**config.mk**
```make
export PLATFORM = sky130hd
export DESIGN_NAME = ddr_rd_launcher
export DESIGN_NICKNAME = d
export VERILOG_FILES = /design/src/rtl/ddr_rd_launcher.sv
export SDC_FILE = /design/constraint.sdc
export NUM_CORES = 1
export LEC_CHECK = 0
export ABC_AREA = 1
export BUFFER_PORTS_ARGS = -buffer_cell sky130_fd_sc_hd__buf_2
export CAP_MARGIN = 40
export CORE_UTILIZATION = 35
export DETAILED_ROUTE_END_ITERATION = 12
export GPL_TIMING_DRIVEN = 0
export PLACE_DENSITY = 0.82
export SLEW_MARGIN = 15
export SYNTH_ARGS = -nofsm -noshare
export SYNTH_HDL_FRONTEND = slang
export SYNTH_SLANG_ARGS = --single-unit
```
**constraint.sdc**
```tcl
create_clock -name clk -period 1.8 [get_ports clk]
set_clock_uncertainty 0.15 [all_clocks]
set_input_delay 0.09 -clock clk [delete_from_list [all_inputs] [get_ports clk]]
set_output_delay 0.09 -clock clk [all_outputs]
set_load 0.05 [all_outputs]
```
**src/rtl/ddr_rd_launcher.sv**
```systemverilog
module ddr_rd_launcher #(
  parameter int DW = 32,
  parameter int AW = 8
) (
  input  logic          clk,
  input  logic          rst_n,
  input  logic          cmd_read,
  input  logic [AW-1:0] col_addr,
  input  logic [1:0]    cas_mode,
  output logic [AW-1:0] rd_addr_r,
  output logic [AW-1:0] rd_addr_f,
  input  logic [DW-1:0] rd_data_r,
  input  logic [DW-1:0] rd_data_f,
  output logic          dqs_oe_r,
  output logic          dqs_oe_f,
  output logic          dqs_r,
  output logic          dqs_f,
  output logic          dq_oe,
  output logic [DW-1:0] dq_r,
  output logic [DW-1:0] dq_f,
  output logic          rd_err
);
  localparam int CW = 3;

  logic          busy;
  logic [CW-1:0] cnt, lat;
  logic [AW-1:0] col;
  logic          ph_pre, ph_d0, ph_d1, ph_post;
  logic [CW-1:0] lat_in;

  assign lat_in  = (cas_mode == 2'd0) ? 3'd2 : (cas_mode == 2'd1) ? 3'd3 : 3'd4;

  assign ph_pre  = busy && (cnt == lat - 3'd1);
  assign ph_d0   = busy && (cnt == lat);
  assign ph_d1   = busy && (cnt == lat + 3'd1);
  assign ph_post = busy && (cnt == lat + 3'd2);

  always_ff @(posedge clk) begin
    if (!rst_n) begin
      busy   <= 1'b0;
      cnt    <= '0;
      lat    <= 3'd2;
      col    <= '0;
      rd_err <= 1'b0;
    end else begin
      rd_err <= cmd_read && busy;
      if (!busy) begin
        if (cmd_read) begin
          busy <= 1'b1;
          cnt  <= 3'd1;
          lat  <= lat_in;
          col  <= col_addr;
        end
      end else if (ph_post) begin
        busy <= 1'b0;
        cnt  <= '0;
      end else begin
        cnt <= cnt + 3'd1;
      end
    end
  end

  assign rd_addr_r = {col[AW-1:2], col[1:0] + {ph_d1, 1'b0}};
  assign rd_addr_f = {col[AW-1:2], col[1:0] + {ph_d1, 1'b1}};

  assign dq_oe    = ph_d0 | ph_d1;
  assign dqs_oe_f = ph_pre | dq_oe;
  assign dqs_oe_r = dqs_oe_f | ph_post;
  assign dqs_r    = dq_oe;
  assign dqs_f    = 1'b0;
  assign dq_r     = dq_oe ? rd_data_r : '0;
  assign dq_f     = dq_oe ? rd_data_f : '0;
endmodule

```
# Word-level counts from Yosys, hierarchy flattened

Index checks and enable logic that the tools add are counted.

$add $sub $neg: 6
Equality and inequality tests: 5
Multiplexer cells: 10
Bitwise logic cells: 4
Reductions and logical operators: 8

Operators by type and width:

| cell                                                               | number |
|---|---|
| 32-bit 2-to-1 mux                                                  | 2 |
| 3-bit 2-to-1 mux                                                   | 5 |
| 3-bit == test                                                      | 4 |
| 3-bit by 1-bit adder with 3-bit output, second input constant      | 2 |
| 1-bit logical AND                                                  | 5 |
| 2-bit adder                                                        | 2 |
| 3-bit by 2-bit adder with 3-bit output, second input constant      | 1 |
| 1-bit 2-to-1 mux                                                   | 3 |
| 1-bit OR                                                           | 3 |
| 3-bit by 1-bit subtractor with 3-bit output, second input constant | 1 |
| 2-bit by 1-bit == test with 1-bit output, second input constant    | 1 |
| 2-bit logical NOT                                                  | 1 |
| 2-bit AND reduction                                                | 1 |
| 2-bit nonzero test                                                 | 1 |
| 1-bit inverter                                                     | 1 |

Register bits after elaboration: 16
Output and inout bits: 86

# Logic depth before layout (Yosys ltp)

Gate-level depths: netlist of run 1.

Depth after elaboration: 6
Mapped depth: 11
Gate-level depth less buffers: 9

# Least setup slack after synthesis of run 1

Ideal clock, no wire load.

Kind: register to output
Start point: reg lat[0]
End point: out dq_f[10]
Arrival: 2120 ps
Setup slack: -560 ps
Stages on the path, launching flop included: 10
Cells stage by stage: dfxtp_1 -> inv_1 -> ha_1 -> xor2_1 -> nor2_2 -> nand2_4 -> nand2_4 -> inv_4 -> buf_2 -> nor2_1

Word-level cells in the longest chain between the ends: 5
Elaborated cells between the ends (all ways): 7

Ends and longest elaborated chain:

| element                                | RTL line | source |
|---|---|---|
| start: declaration                     | 26       | `logic [CW-1:0] cnt, lat;` |
| start signal: assignment               | 51       | `lat <= lat_in;` |
| 3-bit by 1-bit adder with 3-bit output | 35       | `assign ph_d1 = busy && (cnt == lat + 3'd1);` |
| 3-bit == test                          | 35       |  |
| 1-bit logical AND                      | 35       |  |
| 1-bit OR *                             | 66       | `assign dq_oe = ph_d0 \| ph_d1;` |
| net dq_oe                              | 18       | `output logic dq_oe,` |
| 32-bit 2-to-1 mux *                    | 72       | `assign dq_f = dq_oe ? rd_data_f : '0;` |
| end: declaration                       | 20       | `output logic [DW-1:0] dq_f,` |

The timed path passes the listed nets; every way through them passes the cells marked *.

# Worst setup path after layout of run 1

Start point: reg lat[0]
End point: out dq_f[5]

Word-level cells in the longest chain between the ends: 5
Elaborated cells between the ends (all ways): 7

Ends and longest elaborated chain:

| element                                | RTL line |
|---|---|
| 3-bit by 1-bit adder with 3-bit output | 35 |
| 3-bit == test                          | 35 |
| 1-bit logical AND                      | 35 |
| 1-bit OR *                             | 66 |
| 32-bit 2-to-1 mux *                    | 72 |

Every way passes the cells marked *; elsewhere a longest branch is shown, timed or not.

==> results.json, run 1 <==
{
  "post-route-min-period_ns": 2.219,
  "start_kind": "register",
  "cts_buffer_depth": 2,
  "final_core_util_pct": 78.66,
  "drtPass1Iterations": 4,
  "grt_pass1_wl_um": 10410,
  "max_freq_mhz": 450.6,
  "slew_violations": 0,
  "diodes": 0,
  "htreeDepth": 1,
  "grt_pass1_vias": 2259,
  "worstSkewPairLatency_ns": 0.25,
  "grt_overflow": 0,
  "slew_headroom_pct": 66.16,
  "area_growth_pct": 115.4,
  "ir_drop_v": 0.0005957,
  "path_class": "reg2out",
  "rsz0062_at_grt": "true",
  "final_cell_mix": "buf_2, inv_1, nor2_4",
  "yosysSeqAreaShare_pct": 17.17,
  "hp-start": "rst_n",
  "worstPathRequired_ns": 1.56,
  "drtIter0Drc": 110,
  "r2r_slack_ns": 0.07,
  "root_buffer": "clkbuf_8",
  "drcViolationCount": 0,
  "multiInputGateArea_sq_um": 1282,
  "syn_nets": 350,
  "hold_viol_final": 0,
  "antenna_found_initial": 0,
  "drv_cap": 0,
  "path_max_fanout": 6,
  "die_w_um": 75.01,
  "port_buffers": 161,
  "initial_core_util_pct": 36.53,
  "post_drt_wl_per_cell_um": 15.17,
  "synth-seq-cells": 16,
  "ios": 163,
  "ys_warn_count": 0,
  "hold_end": "lat[2]",
  "syn_inst": 270,
  "syn_area_per_cell_sq_um": 6.909,
  "crit_path_start": "lat[0]",
  "vias_per_cell": 4.516,
  "failed_checks": "setup timing",
  "cts_made_buffers": 3,
  "cts_tree": "built",
  "drt-total-wl_um": 8054,
  "reg2regPathDepth": 5,
  "synth_cell_types": 25,
  "layout_commonest_cell": "buf_2",
  "hp-class": "in2reg",
  "period_share_pct": 123.3,
  "post-dp-hpwl_um": 4308,
  "cp.arrival_ns": 1.98,
  "path_clk_slew_ns": 0.06,
  "setup_ws_ns": -0.4193,
  "whs_path_depth": 3,
  "rows": 26,
  "worstReg2RegEnd": "lat[0]",
  "reg2reg_from": "busy",
  "fillCellCount": 298,
  "pre_cts_ws_ns": -0.3347,
  "p_leak_nw": 2.102,
  "grt_max_degree": 11,
  "synth_area_sq_um": 1866,
  "fin_nets": 542,
  "drtAntennaViolNets": 0,
  "tightest_slew_ns": 0.5057,
  "fp.dieH_um": 75.01,
  "power_density_nw_per_um2": 494.3,
  "outcome": "finished, violations left",
  "clkSinkCount": 16,
  "crit_path_end_kind": "output pin",
  "die_area_sq_um": 5626,
  "seq_area_sq_um": 325.3,
  "drive_above_1_share_pct": 64.43,
  "num_vias": 2398,
  "setup_viol": 70,
  "coreArea_sq_um": 5107,
  "place.gp.congestion": 0.7785,
  "gr-usage-all-layers_pct": 24.64
}
## Yosys cell counts
cell type	instances	share of area, %
nor2_4	39	24
a211oi_1	1	0.40
buf_2	4	1.1
inv_4	1	0.34
ha_1	3	2.0
nor2_2	1	0.34
nand3_2	1	0.54
nand2_4	7	4.2
clkbuf_1	1	0.20
conb_1	1	0.20
buf_4	15	6.0
inv_1	79	16
nand4_1	1	0.34
dfxtp_1	16	17
buf_12	5	5.4
o211ai_1	1	0.40
nand3_1	12	3.2
inv_2	1	0.20
nand2_1	17	3.4
xor2_1	3	1.4
nor2_1	43	8.7
a21oi_1	7	1.9
nand2_2	1	0.34
nand3b_1	1	0.40
o21ai_0	9	2.4
## cells by family after synthesis
| group | count (synthesis) | synth area share [%] |
|---|---|---|
| XOR/XNOR | 3 | 1.409 |
| AO/OA/AOI/OAI | 18 | 5.097 |
| adder cells (fa/ha/maj) | 3 | 2.012 |
| other | 1 | 0.2010 |
| flip-flops | 16 | 17.17 |
| AND/OR/NAND/NOR | 123 | 45.00 |
| buffers and inverters | 106 | 29.11 |
## registers in the layout, indices dropped and copies added (netlist names)
name / count
rd_err: 1
lat: 3
cnt: 3
busy: 1
col: 8
## worst max path at each step
stage / to / slack (ns) / cells past startpoint
floorplan: dq_f[0] / -0.24 / 10
global placement: dq_f[0] / -0.32 / 11
detailed placement: dq_f[0] / -0.33 / 11
CTS: dq_r[18] / -0.38 / 11
global route: dq_r[14] / -0.49 / 11
finish: dq_f[5] / -0.42 / 11
## power by group
part	leakage [nW]	switching, mW	internal (mW)
clock	0.0288	0.128	0.194
sequential	0.133	0.0237	0.381
combinational	1.94	0.762	0.498
total	2.10	0.913	1.07
## metal layers
layer  track usage [%]  part of all wire [%]  vias up
met5                 0                     0        -
li1                  -                     -     1132
met1             24.03                    33     1108
met2             48.35                    55      124
met4             12.58                   4.6        0
met3             5.221                   7.4       34
## worst max-delay path: stages (launching register included)
cell and delay (ns):
dfxtp_2 0.34, inv_2 0.06, ha_4 0.25, xor2_4 0.16
nor2_4 0.12, nand2_4 0.09, nand2_8 0.08, inv_8 0.05
buf_12 0.15, buf_12 0.14, nor2_4 0.12, buf_8 0.16
## layout make-up
type | instances | area share, %
timing repair buffer | 187 | 42.11
multi-input combinational | 148 | 31.92
sequential | 16 | 8.097
inverter | 81 | 7.755
buffer | 25 | 6.571
tap | 70 | 2.180
clock buffer | 4 | 1.370
## per-stage QoR
step           total power, mW  TNS (ns)  area (sq um)  hold slack [ns]  std cells
3_3_place_gp             1.337    -17.38          2950           0.1619        501
6_report                 1.986    -23.99          4018          0.01920        531
3_5_place_dp             1.354    -18.62          2950           0.1678        501
2_1_floorplan            1.144    -12.58          2057          0.06148        270
4_1_cts                  1.905    -23.05          3797         0.009306        529
5_1_grt                  2.078    -29.40          4018          0.04583        531
## timing repair
action / 4_1_cts / 5_1_grt
gates cloned: 5 / 0
pin swaps: 6 / 5
setup buffers: 8 / 3
endpoints found under the setup margin: 70 / 78
gates resized for setup: 149 / 53
hold endpoints to repair: 14 / 0
hold buffers: 11 / 0
No activity file was read; power rests on OpenSTA's default activity.
==> run 2: changes to the inputs <==
--- a/config.mk
+++ b/config.mk
@@ -8,6 +8,7 @@
 export ABC_AREA = 1
 export BUFFER_PORTS_ARGS = -buffer_cell sky130_fd_sc_hd__buf_2
 export CAP_MARGIN = 40
+export CORE_ASPECT_RATIO = 0.8
 export CORE_UTILIZATION = 35
 export DETAILED_ROUTE_END_ITERATION = 12
 export GPL_TIMING_DRIVEN = 0
==> run 2 against run 1 <==
Against the previous run:
- the run still ends with setup timing left
- final cell count decreased by 2.1%
- combinational power is 7% lower
- maximum frequency grew 0.63%
- die area about the same
- core utilization shrank 5.0 points
- first-iteration DRC count down 48%
- critical endpoint is now dq_r[10]
- largest power group unchanged
==> results.json, run 2 (synthesized netlist as in run 1, its figures left out) <==
{
  "endpoint": "dq_r[10]",
  "drtAntennaViolNets": 0,
  "clkSinkCount": 16,
  "path_max_fanout": 10,
  "port_buffers": 161,
  "outcome": "finished, violations left",
  "tightest_slew_ns": 0.5246,
  "place.gp.congestion": 0.7846,
  "cp.arrival_ns": 1.97,
  "largest_reg_flops": 8,
  "htreeDepth": 1,
  "reg2reg_from": "busy",
  "start_kind": "register",
  "tns_ns": -25.76,
  "grt_overflow": 0,
  "worstSkewPairLatency_ns": 0.25,
  "layout_commonest_cell": "buf_2",
  "cts_tree": "built",
  "slew_headroom_pct": 64.90,
  "root_buffer": "clkbuf_8",
  "worstPathRequired_ns": 1.56,
  "slew_violations": 0,
  "postPlaceCellArea_sq_um": 2940,
  "reg2regPathDepth": 5,
  "drcViolationCount": 0,
  "fillCellCount": 357,
  "top_register": "col",
  "final_cell_mix": "buf_2, inv_1, nor2_4",
  "diodes": 0,
  "cts_buffer_depth": 2,
  "path_clk_slew_ns": 0.07,
  "area_growth_pct": 99.87,
  "rsz0062_at_grt": "true",
  "fp.dieH_um": 67.30,
  "multiInputGateArea_sq_um": 1260,
  "power_density_nw_per_um2": 509.0,
  "hp-class": "in2reg",
  "rows": 23,
  "crit_path_end_kind": "output pin",
  "grt_pass1_wl_um": 9984,
  "antenna_found_initial": 0,
  "drive_above_1_share_pct": 63.97,
  "coreArea_sq_um": 5065,
  "post_drt_wl_per_cell_um": 13.69,
  "finalPower_mw": 1.898,
  "cts_made_buffers": 3,
  "grt_max_degree": 11,
  "die_w_um": 83.63,
  "period_share_pct": 122.5,
  "grtUsageMet1_pct": 23.07,
  "setup_ws_ns": -0.4054,
  "initial_core_util_pct": 36.83,
  "drtPass1Iterations": 4,
  "crit_path_start": "lat[0]",
  "setup_viol": 71,
  "vias_per_cell": 4.485,
  "drv_cap": 0,
  "hold_viol_final": 0,
  "worstReg2RegEnd": "lat[0]",
  "failed_checks": "setup timing",
  "num_vias": 2332,
  "ios": 163,
  "path_class": "reg2out",
  "post-dp-hpwl_um": 4449,
  "max_freq_mhz": 453.4,
  "r2r_slack_ns": -0.03,
  "ir_drop_v": 0.0004971,
  "post-route-min-period_ns": 2.205,
  "use_met3_pct": 3.912,
  "fin_nets": 539,
  "stdcell_area_sq_um": 3729,
  "met2_usage_pct": 46.65,
  "drt-total-wl_um": 7119,
  "seq_area_sq_um": 324.1,
  "die_area_sq_um": 5628,
  "top_regs": "col (8), cnt (3), lat (3)",
  "p_leak_nw": 2.012,
  "drtIter0Drc": 57,
  "grt_pass1_vias": 2066,
  "grt_most_used_layer": "met2",
  "gr-usage-all-layers_pct": 22.30
}
run 2: cell types whose count changed in the layout (fill, tap and decap cells not counted), moves of 2 or more:
cell / delta
buf_16: -5
buf_4: +14
buf_6: +16
buf_8: -27
dlygate4sd3_1: -2
nand3_1: +2
run 2: worst min path at each step:
stage                        end  depth (start not counted)  slack (ns)         from
final                     col[0]                          3       0.008  col_addr[0]
after global routing      lat[0]                          3        0.03  cas_mode[0]
after CTS                 col[0]                          3       0.005  col_addr[0]
after detailed placement  col[4]                          3        0.18  col_addr[4]
after global placement    col[3]                          3        0.17  col_addr[3]
after floorplan           rd_err                          2        0.06     cmd_read
run 2: layout make-up:
type                            instances  share of cell area [%]
Timing Repair Buffer                  184                   38.89
Multi-Input combinational cell        148                   33.79
Sequential cell                        16                   8.691
Inverter                               81                   8.289
Buffer                                 25                   6.779
Tap cell                               62                   2.081
Clock buffer                            4                   1.477
run 2: critical path, cell delays in order, from the launching register on:
cell	delay [ns]
dfxtp_2	0.34
inv_2	0.06
ha_4	0.25
xor2_4	0.16
nor2_4	0.12
nand2_4	0.08
nand2_8	0.07
inv_6	0.04
buf_12	0.14
buf_12	0.16
nor2_4	0.11
buf_8	0.15
run 2: repair_timing:
item | CTS | global route
cloned | 1 | 1
gates resized for setup | 138 | 16
hold buffers | 9 | 0
pin swaps | 5 | 4
endpoints found under the setup margin | 70 | 79
endpoints found under the hold margin | 11 | 0
buffers inserted | 10 | 3
run 2: through the flow:
stage | util, % | hold slack [ns] | cells | setup slack [ns]
CTS | 71.62 | 0.004605 | 517 | -0.3909
detailed placement | 58.05 | 0.1800 | 493 | -0.3628
floorplan | - | 0.06148 | 270 | -0.2357
global route | 73.62 | 0.03321 | 520 | -0.4586
finish | 73.62 | 0.007909 | 520 | -0.4054
global placement | 58.05 | 0.1664 | 493 | -0.2986
run 2: metal layers:
layer,vias up,part of all wire (%)
met5,-,0
met4,0,2.7
met3,20,5.3
met2,100,57
met1,1084,34
li1,1128,-
run 2: report_power, final:
| group | internal (mW) | total [mW] | switching [mW] |
|---|---|---|---|
| Clock | 0.194 | 0.320 | 0.126 |
| Combinational | 0.436 | 1.17 | 0.736 |
| Sequential | 0.381 | 0.405 | 0.0246 |
